===== src/rtl/dbgBitRxPkg.sv =====
package dbgBitRxPkg;

  // strobes issued by the sequencer to the timing datapath
  typedef struct packed {
    logic clear;    // restart the tick counter at a new bit
    logic advance;  // count one target period
    logic sample;   // capture the line level
  } rxStrobes_t;

  // position flags reported by the datapath
  typedef struct packed {
    logic driveLast;  // current tick ends the low drive
    logic sampleHit;  // current tick is the sample point
    logic slotEnd;    // current tick closes the bit slot
  } rxFlags_t;

  typedef enum logic [1:0] {
    ST_IDLE   = 2'd0,
    ST_DRIVE  = 2'd1,
    ST_LISTEN = 2'd2,
    ST_HOLD   = 2'd3
  } rxState_t;

endpackage


===== src/rtl/dbgBitRxPath.sv =====
module dbgBitRxPath
  import dbgBitRxPkg::*;
#(
  parameter int DRIVE_TICKS = 4,
  parameter int SAMPLE_TICK = 10,
  parameter int BIT_TICKS   = 16,
  localparam int CNT_W      = $clog2(BIT_TICKS + 1)
) (
  input  logic             clk,
  input  logic             rst,
  input  rxStrobes_t       strb,
  input  logic             pinIn,
  output rxFlags_t         flags,
  output logic [CNT_W-1:0] tickCount,
  output logic             rxBit
);

  localparam logic [CNT_W-1:0] DRIVE_LAST  = CNT_W'(DRIVE_TICKS - 1);
  localparam logic [CNT_W-1:0] SAMPLE_LAST = CNT_W'(SAMPLE_TICK - 1);
  localparam logic [CNT_W-1:0] SLOT_LAST   = CNT_W'(BIT_TICKS - 1);

  always_ff @(posedge clk) begin
    if (rst) begin
      tickCount <= '0;
    end else if (strb.clear) begin
      tickCount <= '0;
    end else if (strb.advance) begin
      tickCount <= tickCount + 1'b1;
    end
  end

  always_ff @(posedge clk) begin
    if (rst) begin
      rxBit <= 1'b0;
    end else if (strb.sample) begin
      rxBit <= pinIn;
    end
  end

  always_comb begin
    flags.driveLast = (tickCount == DRIVE_LAST);
    flags.sampleHit = (tickCount == SAMPLE_LAST);
    flags.slotEnd   = (tickCount == SLOT_LAST);
  end

endmodule


===== src/rtl/dbgBitRxCtrl.sv =====
module dbgBitRxCtrl
  import dbgBitRxPkg::*;
(
  input  logic       clk,
  input  logic       rst,
  input  logic       tick,
  input  logic       startReq,
  input  rxFlags_t   flags,
  output rxStrobes_t strb,
  output logic       pinOe,
  output logic       doneStb
);

  rxState_t state;
  rxState_t nextState;
  logic     slotClose;

  always_comb begin
    nextState    = state;
    strb         = '0;
    slotClose    = 1'b0;
    strb.advance = tick && (state != ST_IDLE);
    case (state)
      ST_IDLE: begin
        if (startReq) begin
          strb.clear = 1'b1;
          nextState  = ST_DRIVE;
        end
      end
      ST_DRIVE: begin
        if (tick && flags.driveLast) nextState = ST_LISTEN;
      end
      ST_LISTEN: begin
        if (tick && flags.sampleHit) begin
          strb.sample = 1'b1;
          nextState   = ST_HOLD;
        end
      end
      ST_HOLD: begin
        if (tick && flags.slotEnd) begin
          slotClose = 1'b1;
          nextState = ST_IDLE;
        end
      end
      default: nextState = ST_IDLE;
    endcase
  end

  always_ff @(posedge clk) begin
    if (rst) begin
      state   <= ST_IDLE;
      doneStb <= 1'b0;
    end else begin
      state   <= nextState;
      doneStb <= slotClose;
    end
  end

  assign pinOe = (state == ST_DRIVE);

endmodule


===== src/rtl/dbgBitReceiver.sv =====
module dbgBitReceiver
  import dbgBitRxPkg::*;
#(
  parameter int DRIVE_TICKS = 4,
  parameter int SAMPLE_TICK = 10,
  parameter int BIT_TICKS   = 16
) (
  input  logic clk,
  input  logic rst,
  input  logic tick,
  input  logic startReq,
  input  logic pinIn,
  output logic pinOe,
  output logic rxBit,
  output logic doneStb
);

  localparam int CNT_W = $clog2(BIT_TICKS + 1);

  rxStrobes_t       strb;
  rxFlags_t         flags;
  logic [CNT_W-1:0] tickCount;

  dbgBitRxCtrl u_ctrl (
    .clk      (clk),
    .rst      (rst),
    .tick     (tick),
    .startReq (startReq),
    .flags    (flags),
    .strb     (strb),
    .pinOe    (pinOe),
    .doneStb  (doneStb)
  );

  dbgBitRxPath #(
    .DRIVE_TICKS (DRIVE_TICKS),
    .SAMPLE_TICK (SAMPLE_TICK),
    .BIT_TICKS   (BIT_TICKS)
  ) u_path (
    .clk       (clk),
    .rst       (rst),
    .strb      (strb),
    .pinIn     (pinIn),
    .flags     (flags),
    .tickCount (tickCount),
    .rxBit     (rxBit)
  );

endmodule


===== config.mk =====
export PLATFORM = sky130hd
export DESIGN_NAME = dbgBitReceiver
export DESIGN_NICKNAME = d
export VERILOG_FILES = /design/src/rtl/dbgBitRxPkg.sv /design/src/rtl/dbgBitRxPath.sv /design/src/rtl/dbgBitRxCtrl.sv /design/src/rtl/dbgBitReceiver.sv
export SDC_FILE = /design/constraint.sdc
export NUM_CORES = 1
export LEC_CHECK = 0
export ABC_CLOCK_PERIOD_IN_PS = 3210
export CAP_MARGIN = 20
export CORE_MARGIN = 5
export CORE_UTILIZATION = 40
export CTS_CLUSTER_SIZE = 40
export DETAILED_ROUTE_END_ITERATION = 12
export SYNTH_ARGS = -nofsm -noshare
export SYNTH_HDL_FRONTEND = slang
export SYNTH_SLANG_ARGS = --single-unit

===== constraint.sdc =====
create_clock -name clk -period 3.21 [get_ports clk]
set_clock_uncertainty 0.1 [all_clocks]
set_input_delay 0.642 -clock clk [delete_from_list [all_inputs] [get_ports clk]]
set_output_delay 0.642 -clock clk [all_outputs]
set_load 0.02 [all_outputs]

# == After elaboration in Yosys (flattened, before gate mapping) ==
# Index checks and enable logic that the tools add are counted.
# word_totals
ff_bits,9
output_inout_bits,3
wordCells,35
# classes
add_sub_neg,1
eq_ne,10
muxes,10
bitwise_logic,1
reduce_logical,9
# op_table
operator,count
"== test 5 x 4 -> 1 bit, second input constant",2
two-way mux 2 bit,4
case mux 2 bit (4 select lines),1
"!= test 2 x 1 -> 1 bit, second input constant",3
"adder 5 x 1 -> 5 bit, second input constant",1
"== test 5 x 2 -> 1 bit, second input constant",1
two-way mux 1 bit,5
"== test 2 bit, second input constant",2
logical AND 1 bit,4
AND reduction 4 bit,1
OR reduction 2 bit,2
"== test 2 x 1 -> 1 bit, second input constant",1
zero test 2 bit,1
"!= test 2 bit, second input constant",1
nonzero test 2 bit,1
inverter 1 bit,1

# == Depth between registers and ports, before layout ==
# depth
word_depth,4
mapped_depth,7

# == Modules after synthesis ==
# From an unflattened synthesis, not the netlist that was laid out.
# unflattened
cells_unflattened,59
hier_area_um2,548.0
# modules_own_cells
module,n_inst,cells_each,area_each_um2
dbgBitRxPath,1,32,314.1
dbgBitRxCtrl,1,27,234.0

# == Least setup slack after synthesis ==
# No wires, ideal clock.
# synth_timing
path_type,register -> register
start,register u_path.tickCount[0]
end,register u_ctrl.state[1]
t_arrival_ps,1432
required_ps,2994
setup_slack_ps,1561
stages_incl_launch_ff,8
n_path_buf,0
path_cell_list,dfxtp_1 -> ha_1 -> and3_1 -> ha_1 -> nand2_1 -> a21oi_1 -> and2_1 -> a41o_1
# synth_via
elab_chain_cells,4
# synth_rtl
item,line,rtl
start: declaration,dbgBitRxPath.sv:14,"output logic [CNT_W-1:0] tickCount,"
start signal: assignment,dbgBitRxPath.sv:28,tickCount <= tickCount + 1'b1;
== test 5 x 4 -> 1 bit (tied with other cells),dbgBitRxPath.sv:43,flags.slotEnd = (tickCount == SLOT_LAST);
"logical AND 1 bit, on equally long branches","dbgBitRxCtrl.sv:40, dbgBitRxCtrl.sv:31, dbgBitRxCtrl.sv:34",
!= test 2 x 1 -> 1 bit (no source line),n/a,
AND reduction 4 bit (no source line) *,n/a,
end signal: assignment,dbgBitRxCtrl.sv:54,state <= nextState;
end: declaration,dbgBitRxCtrl.sv:14,rxState_t state;
# Mark *: on every way between the ends. The rest lies on a longest branch, timed or not.
# A chain may end at the register's enable or synchronous reset.

# == Worst setup path in the final report ==
# layout_timing
start,register u_ctrl.state[1]
end,output port pinOe
# layout_via
elab_chain_cells,1
# layout_rtl
item,line,rtl
== test 2 x 1 -> 1 bit,dbgBitRxCtrl.sv:59,assign pinOe = (state == ST_DRIVE);
end: declaration,dbgBitReceiver.sv:13,"output logic pinOe,"
# No other way between the ends.

==> summary by stage <==
Floorplan
The starting density of the core is 42.7%. The vertical extent of the die is 47.3 um. The floorplan has 13 rows. The total area inside the core boundary comes to 1300 um^2. The I/O pin count is 8. In this run the horizontal extent of the chip is 47.3 um. The area of the die is 2230 um^2.

Timing
The total count of hold-check failures in the final report came to 0. The maximum clock frequency is 441 MHz. Counting I/O delays and the setup requirement, the final critical path takes 2270 ps.

The final worst-path cycle share is 70.7%. Headroom to the max-slew limit came out at 73.9%. Setup repair after global routing left no endpoint under its margin. For the pin with the worst max-slew slack, the measured transition is 390 ps.

On the final layout, the worst hold slack is 390 ps. The post-route setup TNS is 0 ps. Setup violations remaining at the end of the flow were counted as 0.

The count of pins over their slew limit was 0.

Synth
The synthesized netlist devotes 20.7% of its cell area to compound gates. The cell count after synthesis came out at 61. Yosys attributes the largest share of cell area to sky130_fd_sc_hd__dfxtp_1, sky130_fd_sc_hd__ha_1, sky130_fd_sc_hd__a21oi_1. Synthesis produced a netlist with a net count of 74. The synthesized netlist devotes 18.0% of its cell area to adder and majority cells. The most area-hungry cell type in the Yosys netlist is sky130_fd_sc_hd__dfxtp_1. The combinational family with the most area after synthesis is simple AND/OR/NAND/NOR gates. Summing the areas of all and, or, nand and nor instances in the mapped netlist gives 23.0% of the synthesized area. The parity-gate share of the synthesized area counting xor and xnor cells is 0%. The share of synthesized area in the top cell type comes to 32.4%. The portion of netlist area occupied by mux cells is 1.80%. After synthesis the cells add up to 556 um^2.

The distinct cell type count after synthesis is 26. The Yosys step of the flow raised 0 warnings. For this run, the register share of the synthesized area comes to 32.4%.

After synthesis, the mean cell area works out to 9.11 um^2. After synthesis the netlist holds a flip-flop and latch count of 9.

Clocking
The clock net in this run drives a total of 9 sinks. The clock buffer count from CTS is 3. At the later pin of the worst-skew pair, clock insertion delay measures 260 ps. The H-tree depth reported by CTS is 1. The total of hold buffers inserted after clock tree synthesis is 0. The count of instances resized after the clock tree is built is 0. The tree is rooted in a sky130_fd_sc_hd__clkbuf_4.

TritonCTS built the clock tree. The clock edge transition at the registers on the reported setup and hold paths is 60 ps. No sink is reached through more buffers than the 2 on the longest clock path.

The total setup buffers inserted after CTS is 0.

Routing
The routed layout has 451 vias. The DRC violation total after the first TritonRoute iteration is 5. The pre-antenna-repair detailed-routing pass consisted of 4 iterations. The number of DRC violations after detailed routing is 0. The detail route stage leaves a number of antenna-violating nets equal to 0.

Dividing the detail-routed wire length by the instance count gives 12.1 um. The overall routed net length is 1040 um. The vias per cell is 5.24.

Placed design
After detailed placement, the total cell area comes to 641 um^2. The count of buffers added on input and output ports is 7. The half-perimeter wire length after placement is 801 um. In this run, placement finished with an instance count of 82. At the end of routability-driven placement, the weighted congestion stood at 0.752.

GRT
The first-pass GRT wire length is 1800 um. The maximum number of pins on one net before global-route repair is 11. The number of antenna violations at the first check in global routing came to 0. In the global route stage, overall resource usage came out at 11.7%. The overall overflow remaining after global route is 0. The number of global-route vias before repair is 408.

Finish
The total number of nets in the final design is 85. Leaving out filler cells and counting taps, the final layout contains 86. The number of inserted diodes is 0. The finished cells cover 667 um^2. The fraction of final layout cells sized beyond drive strength 1 is 11.3%.

The growth of design area from synthesis to finish is 20.0%.

Setup path
The source of the critical timing path is u_ctrl.state[1]$_SDFFE_PP0P_. The required time at the endpoint of the critical path is 2470 ps. The largest fanout on the critical path is 4.

The startpoint of the worst register-to-register path is u_path.tickCount[0]$_SDFFE_PP0P_. The critical path launch point type is a register. At the worst endpoint, the arrival time is 1530 ps.

The capturing element type of the critical path is a primary output. The critical setup path kind is reg2out.

Power
The combinational fraction of design power is 46.7%. In this run switching power makes up 38.3% of total power. The leakage power is 0.254 nW. Of the total power, registers draw 33.0%. The analysis attributes to net switching a power of 0.165 mW.

The worst voltage drop across the vdd grid is 0.253 mV. The share of total power dissipated in the clock network is 20.3%. The design internal power is 0.265 mW. The total power is 0.430 mW. Power spread over the standard cell area amounts to 644 nW/um^2.

Min path
The class of the most critical hold timing path is reg2reg. In this run the most critical hold path is launched from u_path.rxBit$_SDFFE_PP0P_.

Run status
The run finished with clean final reports.

Run
Max-cap violations in this run came to 0.
[state kept, by name (all words and copies together), names as in the netlist]
register          cells
u_path.tickCount      5
u_path.rxBit          1
u_ctrl.doneStb        1
u_ctrl.state          2
[logic make-up after synthesis]
| family | Yosys count |
|---|---|
| DFF | 9 |
| muxes | 1 |
| buffers and inverters | 6 |
| and+or+nand+nor | 22 |
| AOI/OAI and AO/OA | 15 |
| adders and majority gates | 8 |
[power by group through the flow]
stage               combinational [mW]  sequential [mW]  clock, mW
finish                           0.200            0.142     0.0873
global route                     0.230            0.144     0.0965
CTS                              0.203            0.142     0.0920
detailed placement               0.201            0.145          0
global placement                 0.199            0.144          0
floorplan                        0.155            0.141          0
[path summary, 6_finish.rpt]
| kind | slack (ps) | cells after the start | endpoint |
|---|---|---|---|
| min reg2reg | 390 | 2 | u_path.rxBit$_SDFFE_PP0P_ |
| max | 940 | 3 | pinOe |
| max reg2reg | 1360 | 7 | u_ctrl.state[0]$_SDFFE_PP0P_ |
| min | 390 | 2 | u_path.rxBit$_SDFFE_PP0P_ |
[synthesized netlist by cell type]
| library cell | instances |
|---|---|
| sky130_fd_sc_hd__and3_1 | 1 |
| sky130_fd_sc_hd__mux2i_1 | 1 |
| sky130_fd_sc_hd__nor3b_1 | 1 |
| sky130_fd_sc_hd__a41o_1 | 1 |
| sky130_fd_sc_hd__a221oi_2 | 1 |
| sky130_fd_sc_hd__nor2b_1 | 2 |
| sky130_fd_sc_hd__o41ai_2 | 1 |
| sky130_fd_sc_hd__dfxtp_1 | 9 |
| sky130_fd_sc_hd__or3_1 | 1 |
| sky130_fd_sc_hd__nand4_1 | 1 |
| sky130_fd_sc_hd__a311oi_1 | 1 |
| sky130_fd_sc_hd__o31ai_2 | 1 |
| sky130_fd_sc_hd__and2_1 | 1 |
| sky130_fd_sc_hd__nand2_1 | 2 |
| sky130_fd_sc_hd__nor2_1 | 8 |
| sky130_fd_sc_hd__or3b_1 | 1 |
| sky130_fd_sc_hd__o21ai_0 | 2 |
| sky130_fd_sc_hd__ha_1 | 8 |
| sky130_fd_sc_hd__nand3_2 | 1 |
| sky130_fd_sc_hd__o21bai_1 | 1 |
| sky130_fd_sc_hd__inv_1 | 5 |
| sky130_fd_sc_hd__nand2b_1 | 1 |
| sky130_fd_sc_hd__a21oi_1 | 7 |
| sky130_fd_sc_hd__nor4b_2 | 1 |
| sky130_fd_sc_hd__nand3_1 | 1 |
| sky130_fd_sc_hd__clkbuf_1 | 1 |
[worst max-delay path, cell delays in order (launching register included)]
cell and delay [ps]:
sky130_fd_sc_hd__dfxtp_1 330, sky130_fd_sc_hd__inv_1 120, sky130_fd_sc_hd__ha_1 200, sky130_fd_sc_hd__clkdlybuf4s50_1 610
[stage by stage]
step	setup slack (ps)	utilization (%)
global placement	980	49.2
finish	941	51.2
floorplan	1560	-
detailed placement	968	49.2
global route	861	51.2
CTS	919	51.2
[per-layer routing]
| metal | global-route usage [%] | part of all wire, % | vias up |
|---|---|---|---|
| met2 | 17.9 | 48 | 11 |
| met3 | 5.75 | 7.0 | 0 |
| met5 | 0 | 0 | - |
| met4 | 4.97 | 0 | 0 |
| li1 | - | - | 236 |
| met1 | 13.9 | 44 | 204 |
[cell usage in the layout, fill, tap and decap left out]
cell | Yosys | routed
sky130_fd_sc_hd__nand3_2 | 1 | 1
sky130_fd_sc_hd__ha_1 | 8 | 8
sky130_fd_sc_hd__inv_1 | 5 | 5
sky130_fd_sc_hd__o41ai_2 | 1 | 1
sky130_fd_sc_hd__nor3b_1 | 1 | 1
sky130_fd_sc_hd__o31ai_2 | 1 | 1
sky130_fd_sc_hd__clkdlybuf4s50_1 | 0 | 7
sky130_fd_sc_hd__and2_1 | 1 | 1
sky130_fd_sc_hd__and3_1 | 1 | 1
sky130_fd_sc_hd__nand2b_1 | 1 | 1
sky130_fd_sc_hd__nor4b_2 | 1 | 1
sky130_fd_sc_hd__nand4_1 | 1 | 1
sky130_fd_sc_hd__mux2i_1 | 1 | 1
sky130_fd_sc_hd__o21ai_0 | 2 | 2
sky130_fd_sc_hd__a311oi_1 | 1 | 1
sky130_fd_sc_hd__nor2_1 | 8 | 8
sky130_fd_sc_hd__a41o_1 | 1 | 1
sky130_fd_sc_hd__a21oi_1 | 7 | 7
sky130_fd_sc_hd__a221oi_2 | 1 | 1
sky130_fd_sc_hd__nand2_1 | 2 | 2
sky130_fd_sc_hd__clkbuf_1 | 1 | 1
sky130_fd_sc_hd__o21bai_1 | 1 | 1
sky130_fd_sc_hd__clkbuf_4 | 0 | 3
sky130_fd_sc_hd__or3b_1 | 1 | 1
sky130_fd_sc_hd__dfxtp_1 | 9 | 9
sky130_fd_sc_hd__nor2b_1 | 2 | 2
sky130_fd_sc_hd__nand3_1 | 1 | 1
sky130_fd_sc_hd__or3_1 | 1 | 1
[cell type report]
type | instances | area (um^2)
Clock buffer | 4 | 26.3
Fill cell | 140 | 634
Inverter | 5 | 18.8
Multi-Input combinational cell | 46 | 353
Sequential cell | 9 | 180
Tap cell | 15 | 18.8
Timing Repair Buffer | 7 | 70.1
No activity file was read; power rests on OpenSTA's default activity.
